===== config.mk =====
export PLATFORM = sky130hd
export DESIGN_NAME = i2c_byte_tx
export DESIGN_NICKNAME = d
export VERILOG_FILES = /design/src/rtl/i2c_tx_pkg.sv /design/src/rtl/i2c_tx_ctrl.sv /design/src/rtl/i2c_tx_data.sv /design/src/rtl/i2c_byte_tx.sv
export SDC_FILE = /design/constraint.sdc
export NUM_CORES = 1
export LEC_CHECK = 0
export ABC_AREA = 1
export BUFFER_PORTS_ARGS = -buffer_cell sky130_fd_sc_hd__buf_4
export CELL_PAD_IN_SITES_DETAIL_PLACEMENT = 0
export CELL_PAD_IN_SITES_GLOBAL_PLACEMENT = 1
export CORE_ASPECT_RATIO = 0.5
export CORE_MARGIN = 2
export CORE_UTILIZATION = 36
export CTS_BUF_LIST = sky130_fd_sc_hd__clkbuf_4
export DETAILED_ROUTE_END_ITERATION = 16
export MAX_ROUTING_LAYER = met4
export PLACE_DENSITY_LB_ADDON = 0.1
export SYNTH_ARGS = -nofsm -noshare
export SYNTH_HDL_FRONTEND = slang
export SYNTH_SLANG_ARGS = --single-unit

===== constraint.sdc =====
create_clock -name clk -period 1.4 [get_ports clk]
set_input_delay 0.28 -clock clk [delete_from_list [all_inputs] [get_ports clk]]
set_output_delay 0.28 -clock clk [all_outputs]
set_load 0.005 [all_outputs]

===== src/rtl/i2c_tx_pkg.sv =====
package i2c_tx_pkg;

  typedef enum logic [1:0] {
    ST_IDLE,
    ST_LOW,
    ST_HIGH,
    ST_HALT
  } txState_t;

  // strobes from the sequencer to the datapath
  typedef struct packed {
    logic loadByte;    // accepted CPU write
    logic driveBit;    // present next data bit on SDA
    logic releaseSda;  // let go of SDA for the acknowledge slot
    logic clearFull;   // eighth falling edge
    logic sampleAck;   // ninth falling edge
  } txCtl_t;

endpackage


===== src/rtl/i2c_tx_ctrl.sv =====
module i2c_tx_ctrl
  import i2c_tx_pkg::*;
#(
  parameter int BRG_W = 8,
  parameter int BITS  = 8
) (
  input  logic             clk,
  input  logic             rst,
  input  logic             wrStrobe,
  input  logic [BRG_W-1:0] reload,
  output txCtl_t           ctl,
  output logic             busy,
  output logic             sclOe
);

  localparam int IDX_W = $clog2(BITS + 1);
  localparam logic [IDX_W-1:0] LAST_IDX = IDX_W'(BITS);
  localparam logic [IDX_W-1:0] PRE_IDX  = IDX_W'(BITS - 1);

  txState_t         state;
  logic [BRG_W-1:0] cnt;
  logic [IDX_W-1:0] bitIdx;
  logic             firstLow;
  logic             sclOeQ;
  logic             brgZero;

  assign brgZero = (cnt == '0);
  assign busy    = (state == ST_LOW) || (state == ST_HIGH);
  assign sclOe   = sclOeQ;

  always_ff @(posedge clk) begin
    if (rst) begin
      state    <= ST_IDLE;
      cnt      <= '0;
      bitIdx   <= '0;
      firstLow <= 1'b0;
      sclOeQ   <= 1'b0;
    end else begin
      case (state)
        ST_IDLE, ST_HALT: begin
          if (wrStrobe) begin
            state    <= ST_LOW;
            cnt      <= reload;
            bitIdx   <= '0;
            firstLow <= 1'b1;
            sclOeQ   <= 1'b1;
          end
        end
        ST_LOW: begin
          firstLow <= 1'b0;
          if (brgZero) begin
            state  <= ST_HIGH;
            cnt    <= reload;
            sclOeQ <= 1'b0;
          end else begin
            cnt <= cnt - 1'b1;
          end
        end
        ST_HIGH: begin
          if (brgZero) begin
            sclOeQ <= 1'b1;
            cnt    <= reload;
            if (bitIdx == LAST_IDX) begin
              state <= ST_HALT;
            end else begin
              state    <= ST_LOW;
              bitIdx   <= bitIdx + 1'b1;
              firstLow <= 1'b1;
            end
          end else begin
            cnt <= cnt - 1'b1;
          end
        end
        default: state <= ST_IDLE;
      endcase
    end
  end

  always_comb begin
    ctl            = '0;
    ctl.loadByte   = wrStrobe && !busy;
    ctl.driveBit   = (state == ST_LOW) && firstLow && (bitIdx != LAST_IDX);
    ctl.releaseSda = (state == ST_LOW) && firstLow && (bitIdx == LAST_IDX);
    ctl.clearFull  = (state == ST_HIGH) && brgZero && (bitIdx == PRE_IDX);
    ctl.sampleAck  = (state == ST_HIGH) && brgZero && (bitIdx == LAST_IDX);
  end

endmodule


===== src/rtl/i2c_tx_data.sv =====
module i2c_tx_data
  import i2c_tx_pkg::*;
#(
  parameter int DATA_W = 8
) (
  input  logic              clk,
  input  logic              rst,
  input  txCtl_t            ctl,
  input  logic              wrStrobe,
  input  logic              busy,
  input  logic [DATA_W-1:0] wrData,
  input  logic              sdaIn,
  input  logic              wcolClr,
  input  logic              irqClr,
  output logic [DATA_W-1:0] bufData,
  output logic              bufFull,
  output logic              wcol,
  output logic              ackStat,
  output logic              doneIrq,
  output logic              sdaOe
);

  logic [DATA_W-1:0] shiftReg;

  always_ff @(posedge clk) begin
    if (rst) begin
      shiftReg <= '0;
      bufData  <= '0;
      sdaOe    <= 1'b0;
    end else begin
      if (ctl.loadByte) begin
        shiftReg <= wrData;
        bufData  <= wrData;
      end else if (ctl.driveBit) begin
        sdaOe    <= ~shiftReg[DATA_W-1];
        shiftReg <= {shiftReg[DATA_W-2:0], 1'b0};
      end else if (ctl.releaseSda) begin
        sdaOe <= 1'b0;
      end
    end
  end

  always_ff @(posedge clk) begin
    if (rst) begin
      bufFull <= 1'b0;
      wcol    <= 1'b0;
      ackStat <= 1'b0;
      doneIrq <= 1'b0;
    end else begin
      if (ctl.loadByte)       bufFull <= 1'b1;
      else if (ctl.clearFull) bufFull <= 1'b0;

      if (wrStrobe && busy) wcol <= 1'b1;
      else if (wcolClr)     wcol <= 1'b0;

      if (ctl.sampleAck) ackStat <= sdaIn;

      if (ctl.sampleAck) doneIrq <= 1'b1;
      else if (irqClr)   doneIrq <= 1'b0;
    end
  end

endmodule


===== src/rtl/i2c_byte_tx.sv =====
module i2c_byte_tx
  import i2c_tx_pkg::*;
#(
  parameter int DATA_W = 8,
  parameter int BRG_W  = 8
) (
  input  logic              clk,
  input  logic              rst,
  input  logic              wrStrobe,
  input  logic [DATA_W-1:0] wrData,
  input  logic              wcolClr,
  input  logic              irqClr,
  input  logic [BRG_W-1:0]  reload,
  input  logic              sdaIn,
  output logic              sclOe,
  output logic              sdaOe,
  output logic [DATA_W-1:0] bufData,
  output logic              bufFull,
  output logic              wcol,
  output logic              ackStat,
  output logic              doneIrq
);

  txCtl_t ctl;
  logic   busy;

  i2c_tx_ctrl #(.BRG_W(BRG_W), .BITS(DATA_W)) u_ctrl (
    .clk      (clk),
    .rst      (rst),
    .wrStrobe (wrStrobe),
    .reload   (reload),
    .ctl      (ctl),
    .busy     (busy),
    .sclOe    (sclOe)
  );

  i2c_tx_data #(.DATA_W(DATA_W)) u_data (
    .clk      (clk),
    .rst      (rst),
    .ctl      (ctl),
    .wrStrobe (wrStrobe),
    .busy     (busy),
    .wrData   (wrData),
    .sdaIn    (sdaIn),
    .wcolClr  (wcolClr),
    .irqClr   (irqClr),
    .bufData  (bufData),
    .bufFull  (bufFull),
    .wcol     (wcol),
    .ackStat  (ackStat),
    .doneIrq  (doneIrq),
    .sdaOe    (sdaOe)
  );

endmodule


Yosys cells after proc, flatten, opt, wreduce, memory -nomap -nowiden --
Cells that the tools add are included.
Word-level totals: register bits after elaboration 37, logic and storage cells 79
Cells by class: add/sub/neg operators 2, eq/ne operators 10, muxes and demuxes 29, bitwise gates (word level) 2, reduce and logical (&&, ||, !) cells 24
Operators with widths (count):
- two-way mux 8 bit | 4
- case mux 8 bit (2 select lines) | 1
- two-way mux 1 bit | 13
- two-way mux 4 bit | 3
- nonzero test 2 bit | 6
- logical AND 1 bit | 8
- logical NOT 8 bit | 1
- two-way mux 2 bit | 4
- case mux 4 bit (2 select lines) | 1
- subtractor 8 x 1 -> 8 bit (second input constant) | 1
- case mux 1 bit (3 select lines) | 2
- case mux 2 bit (3 select lines) | 1
- AND reduction 3 bit | 2
- adder 4 x 1 -> 4 bit (second input constant) | 1
- == test 2 bit (second input constant) | 2
- == test 4 x 3 -> 1 bit (second input constant) | 1
- == test 4 bit (second input constant) | 1
- inequality test 2 x 1 -> 1 bit (second input constant) | 2
- inequality test 2 bit (second input constant) | 2
- inequality test 4 bit (second input constant) | 1
- AND reduction 4 bit | 1
- OR reduction 2 bit | 2
- == test 2 x 1 -> 1 bit (second input constant) | 1
- logical NOT 2 bit | 1
- other kinds (4) | 5

Depth between registers and ports, before layout --
depth after elaboration 6, gate-level depth with buffers 10, mapped depth without buffers 10

Hierarchy --
Synthesis repeated with hierarchy kept, for this count alone.
Unflattened totals: cells, all modules 274, area total of the unflattened synthesis 1954.4 µm²
By module, submodules not included:
- i2c_tx_ctrl | times used 1, cells each 164, area an instance 1123.6 µm², seq. area each 320.3 µm²
- i2c_tx_data | times used 1, cells each 110, area an instance 830.8 µm², seq. area each 420.4 µm²

Least setup slack after synthesis --
No wires, ideal clock.
path type flip-flop to flip-flop, start register u_ctrl.state[0], end register u_data.sdaOe, setup time 0.070 ns, data arrival time 1.406 ns, setup slack -0.076 ns, cell stages (with the launch flop) 7, buffers on the path 0, period minus slack after synthesis 1.476 ns, cell sequence dfxtp_1 inv_1 ha_1 nand2_1 nand3_1 or3b_1 a21oi_1
On the way: cells in the longest elaborated chain, start to end 6
Ends and longest elaborated chain:
- from (decl) | line i2c_tx_ctrl.sv:20 | txState_t state;
- from (signal assigned) | line i2c_tx_ctrl.sv:33 | state <= ST_IDLE;
- from (signal assigned) | line i2c_tx_ctrl.sv:42 | state <= ST_LOW;
- from (signal assigned) | line i2c_tx_ctrl.sv:52 | state <= ST_HIGH;
- == test 2 x 1 -> 1 bit / == test 2 bit (equally long branches) | line i2c_tx_ctrl.sv:28, i2c_tx_ctrl.sv:82, i2c_tx_ctrl.sv:83
- logical OR 1 bit | line i2c_tx_ctrl.sv:28 | assign busy = (state == ST_LOW) || (state == ST_HIGH);
- logical NOT 1 bit | line i2c_tx_ctrl.sv:81 | ctl.loadByte = wrStrobe && !busy;
- logical AND 1 bit | line i2c_tx_ctrl.sv:81
- NOT 1 bit (no source line)
- AND reduction 2 bit (no source line)
- to (signal assigned) | line i2c_tx_data.sv:35 | sdaOe <= ~shiftReg[DATA_W-1];
- to (decl) | line i2c_tx_data.sv:20 | output logic sdaOe
Parallel ways exist; a longest one is shown, timed or not. A chain may end at the register's enable or synchronous reset.

Final worst setup path --
start register u_ctrl.state[0], end register u_ctrl.state[0]
On the way: cells in the longest elaborated chain, start to end 4
Ends and longest elaborated chain:
- == test 2 bit / logical NOT 2 bit (equally long branches) | line i2c_tx_ctrl.sv:39 | case (state)
- OR reduction 2 bit | line i2c_tx_ctrl.sv:39
- inequality test 2 bit (no source line)
- AND reduction 3 bit (no source line)
Parallel ways exist; a longest one is shown, timed or not.

==> results_tabular.tex <==
\begin{tabular}{lr}
\hline
Metric & Value \\
\hline
\multicolumn{2}{l}{\textbf{Layout}} \\
\quad Layout Area Growth over Synthesis & 40.88\% \\
\quad Most common cell after layout, fill and taps aside & sky130\_fd\_sc\_hd\_\_nand2\_1 \\
\quad Commonest cells after routing, fill and taps aside & 67 x sky130\_fd\_sc\_hd\_\_nand2\_1, 58 x sky130\_fd\_sc\_hd\_\_buf\_4, 34 x sky130\_fd\_sc\_hd\_\_dfxtp\_1, 28 x sky130\_fd\_sc\_hd\_\_inv\_1, 27 x sky130\_fd\_sc\_hd\_\_a21oi\_1 \\
\quad Final cell area excluding filler cells & 2600 µm² \\
\quad Fill cells & 521 \\
\quad Share of layout cells above drive strength 1 & 33.43\% \\
\quad NumNets Final & 357 \\
\quad Antenna fix cells & 0 \\
\multicolumn{2}{l}{\textbf{Power and ir drop}} \\
\quad Sequential Power Share & 30.5\% \\
\quad Static leakage & 0.001198 µW \\
\quad Clock network fraction of design power & 15.4\% \\
\quad Maximum vdd ir drop & 0.6326 mV \\
\quad Internal power consumption & 2944 µW \\
\quad Switching power of the nets & 2077 µW \\
\quad Cell Pwr Density & 1931 nW/µm² \\
\quad Switching share of power & 41.37\% \\
\quad Total Power Consumption & 5021 µW \\
\quad Combinational fraction of design power & 54.1\% \\
\multicolumn{2}{l}{\textbf{STA}} \\
\quad Number of setup violations in the final report & 0 \\
\quad Number of slew-limit violations in the final report & 0 \\
\quad Total count of hold-check failures in the final report & 0 \\
\quad Setup\_tns & 0 ns \\
\quad Highest Clock Rate & 714.4 MHz \\
\quad Unrepaired setup endpoints after global routing & true \\
\quad Tightest hold margin & 0.1645 ns \\
\quad Slew margin rel. & 68.39\% \\
\quad Transition time at the pin with the least slew margin & 0.4737 ns \\
\quad Worst clock skew on the final layout & 0.009155 ns \\
\quad Final cycle utilization of the critical path & 99.98\% \\
\quad Final critical path time including I/O delays and setup & 1.400 ns \\
\multicolumn{2}{l}{\textbf{Place}} \\
\quad Standard cell area after detailed placement & 2360 µm² \\
\quad Input/output buffers & 35 \\
\quad GP Congestion & 0.9105 \\
\quad DP HPWL & 3314 µm \\
\multicolumn{2}{l}{\textbf{Synthesis}} \\
\quad Mean cell area of the mapped netlist & 6.991 µm² \\
\quad Post-Syn Nets & 293 \\
\quad Number of register bits inferred by synthesis & 37 \\
\quad Yosys warning count & 0 \\
\quad Mapped cell area & 1846 µm² \\
\quad Number of instances in the synthesized netlist & 264 \\
\quad Distinct cells, synth & 24 \\
\quad Register area share after synthesis & 40.14\% \\
\multicolumn{2}{l}{\textbf{Run status}} \\
\quad Status & complete, no violations \\
\multicolumn{2}{l}{\textbf{Min path}} \\
\quad Hold/Removal Path Class & in2reg \\
\quad Worst hold path depth & 4 \\
\quad Destination of the worst hold path & u\_data.doneIrq \\
\quad Worst Min Path Start & irqClr \\
\multicolumn{2}{l}{\textbf{Global routing}} \\
\quad Met1 Resource Use GR & 21.08\% \\
\quad Via count of the first global-routing pass & 1758 \\
\quad Overflow after GRT & 0 \\
\quad Maximum number of pins on one net before global-route repair & 24 \\
\quad Initial antenna violation count & 0 \\
\quad Wire length of the first global-routing pass & 7734 µm \\
\quad Total Routing Usage GR & 17.68\% \\
\quad Most used routing layer & met2 \\
\quad M2 GR Usage & 30.65\% \\
\quad Met3 Usage GRT & 4.405\% \\
\multicolumn{2}{l}{\textbf{Floorplanning}} \\
\quad Core area & 4932 µm² \\
\quad Vertical die dimension & 54.63 µm \\
\quad Chip Width & 105.3 µm \\
\quad I/O pin count & 36 \\
\quad Placement row count & 18 \\
\quad Starting Density & 37.42\% \\
\quad Die area & 5750 µm² \\
\multicolumn{2}{l}{\textbf{Drt}} \\
\quad Detailed-route via count & 1923 \\
\quad Wire length after detailed routing & 4710 µm \\
\quad Number of vias per cell & 4.820 \\
\quad Routed Antenna Nets & 0 \\
\quad Avg WL per Cell & 11.80 µm \\
\quad Final routed DRC violation total & 0 \\
\quad Initial drt markers & 43 \\
\quad Initial DRT Pass Iterations & 4 \\
\multicolumn{2}{l}{\textbf{Setup path}} \\
\quad Largest fanout on the critical path & 7 \\
\quad Worst Setup End Kind & register \\
\quad Worst Path Arrival & 1.68 ns \\
\quad Kind of critical path & reg2reg \\
\quad Slack of the worst reg-to-reg path & 0.0002 ns \\
\quad Crit path launch type & register \\
\quad Endpoint of the lowest-slack register-to-register path & u\_ctrl.state[0] \\
\quad WP data required & 1.68 ns \\
\quad Worst Reg2Reg Path Length in Cells & 9 \\
\quad Launch instance of the worst register-to-register path & u\_ctrl.state[0] \\
\multicolumn{2}{l}{\textbf{CTS}} \\
\quad Total CTS buffers & 5 \\
\quad Clock edge transition at the registers on the reported setup and hold paths & 0.12 ns \\
\quad H-tree levels & 2 \\
\quad Maximum clock path buffer count & 2 \\
\quad Sinks on Clock Net & 37 \\
\quad TritonCTS clock tree & built \\
\quad Buffer cell driving the clock tree root & sky130\_fd\_sc\_hd\_\_clkbuf\_4 \\
\quad Clock latency on the worst-skew pair & 0.34 ns \\
\multicolumn{2}{l}{\textbf{Job}} \\
\quad Total of max-cap violations & 0 \\
\hline
\end{tabular}
[cells by family (layout without fill, tap and decap cells)]
kind of cell / after synthesis / after routing / synth area share [%]
AO/OA/AOI/OAI: 58 / 58 / 16.07
AND/OR/NAND/NOR: 119 / 119 / 29.08
buffers and inverters: 41 / 106 / 9.017
adder cells (fa/ha/maj): 7 / 7 / 4.746
XOR/XNOR: 2 / 2 / 0.9493
flip-flops: 37 / 37 / 40.14
[state kept, by name, indices dropped and copies added, names as in the netlist, 2 cells and up]
| register | cells |
|---|---|
| u_ctrl.bitIdx | 4 |
| u_ctrl.cnt | 8 |
| u_ctrl.state | 2 |
| u_data.bufData | 8 |
| u_data.shiftReg | 8 |
[area by class of cell]
class / instances / area [µm²] / area share, %
multi-input combinational: 186 / 1044 / 40.13
sequential: 37 / 744.5 / 28.63
timing repair buffer: 64 / 503.0 / 19.35
inverter: 34 / 137.6 / 5.294
tap: 70 / 87.58 / 3.369
clock buffer: 6 / 45.04 / 1.732
clock inverter: 2 / 38.79 / 1.492
[per-stage QoR]
stage	cells	setup slack, ns	utilization, %
finish	399	0.0002389	52.71
global route	399	-0.1099	52.71
CTS	398	-0.007325	50.36
detailed placement	387	-0.03415	47.84
global placement	387	0.009539	47.84
floorplan	264	0.004637	-
[critical path, cell delays in order, from the launching register on]
cell                      delay (ns)
sky130_fd_sc_hd__dfxtp_2        0.35
sky130_fd_sc_hd__inv_2          0.05
sky130_fd_sc_hd__ha_4           0.30
sky130_fd_sc_hd__inv_4          0.05
sky130_fd_sc_hd__nor2_4         0.12
sky130_fd_sc_hd__inv_4          0.08
sky130_fd_sc_hd__buf_4          0.14
sky130_fd_sc_hd__nand3_1        0.07
sky130_fd_sc_hd__nand2_1        0.06
sky130_fd_sc_hd__a21oi_2        0.12
[power groups by stage]
stage               sequential (µW)  combinational, µW  clock, µW
floorplan                      1510               1500          0
global placement               1530               2260          0
detailed placement             1540               2290          0
CTS                            1520               2400        809
global route                   1560               3040        848
finish                         1530               2720        775
[worst max-delay path by stage]
stage | startpoint | to
final | u_ctrl.state[0] | u_ctrl.state[0]
after global routing | u_ctrl.state[0] | u_ctrl.bitIdx[0]
after CTS | u_ctrl.state[0] | u_data.sdaOe
after detailed placement | u_ctrl.state[0] | u_ctrl.cnt[0]
after global placement | u_ctrl.state[0] | u_data.sdaOe
after floorplan | u_ctrl.state[0] | u_ctrl.cnt[5]
[what timing repair did]
action,CTS,global route
buffers inserted,3,2
pin swaps,2,10
cloned,0,0
endpoints found under the setup margin,17,25
hold buffers,0,0
resized for setup,8,35
hold endpoints to repair,0,0
[Yosys cell counts, drive strengths merged]
cell type	number	area, µm²
o21ai	24	123.9
buf	5	31.28
xor2	1	8.760
a31oi	2	12.51
nand3b	1	7.510
xnor2	1	8.760
nor2	15	76.32
clkbuf	2	7.510
nand4	10	62.56
ha	7	87.58
dfxtp	37	740.7
nand3	16	85.08
nand2	75	291.5
or3b	1	8.760
nor3	1	5.000
a21oi	32	160.2
inv	34	127.6
[metal layers]
| metal | up-vias | part of all wire [%] |
|---|---|---|
| met1 | 892 | 47 |
| met3 | 5 | 3.9 |
| met5 | - | 0 |
| met2 | 35 | 48 |
| met4 | 0 | 0.62 |
| li1 | 991 | - |
(Power assumes the default switching activity.)
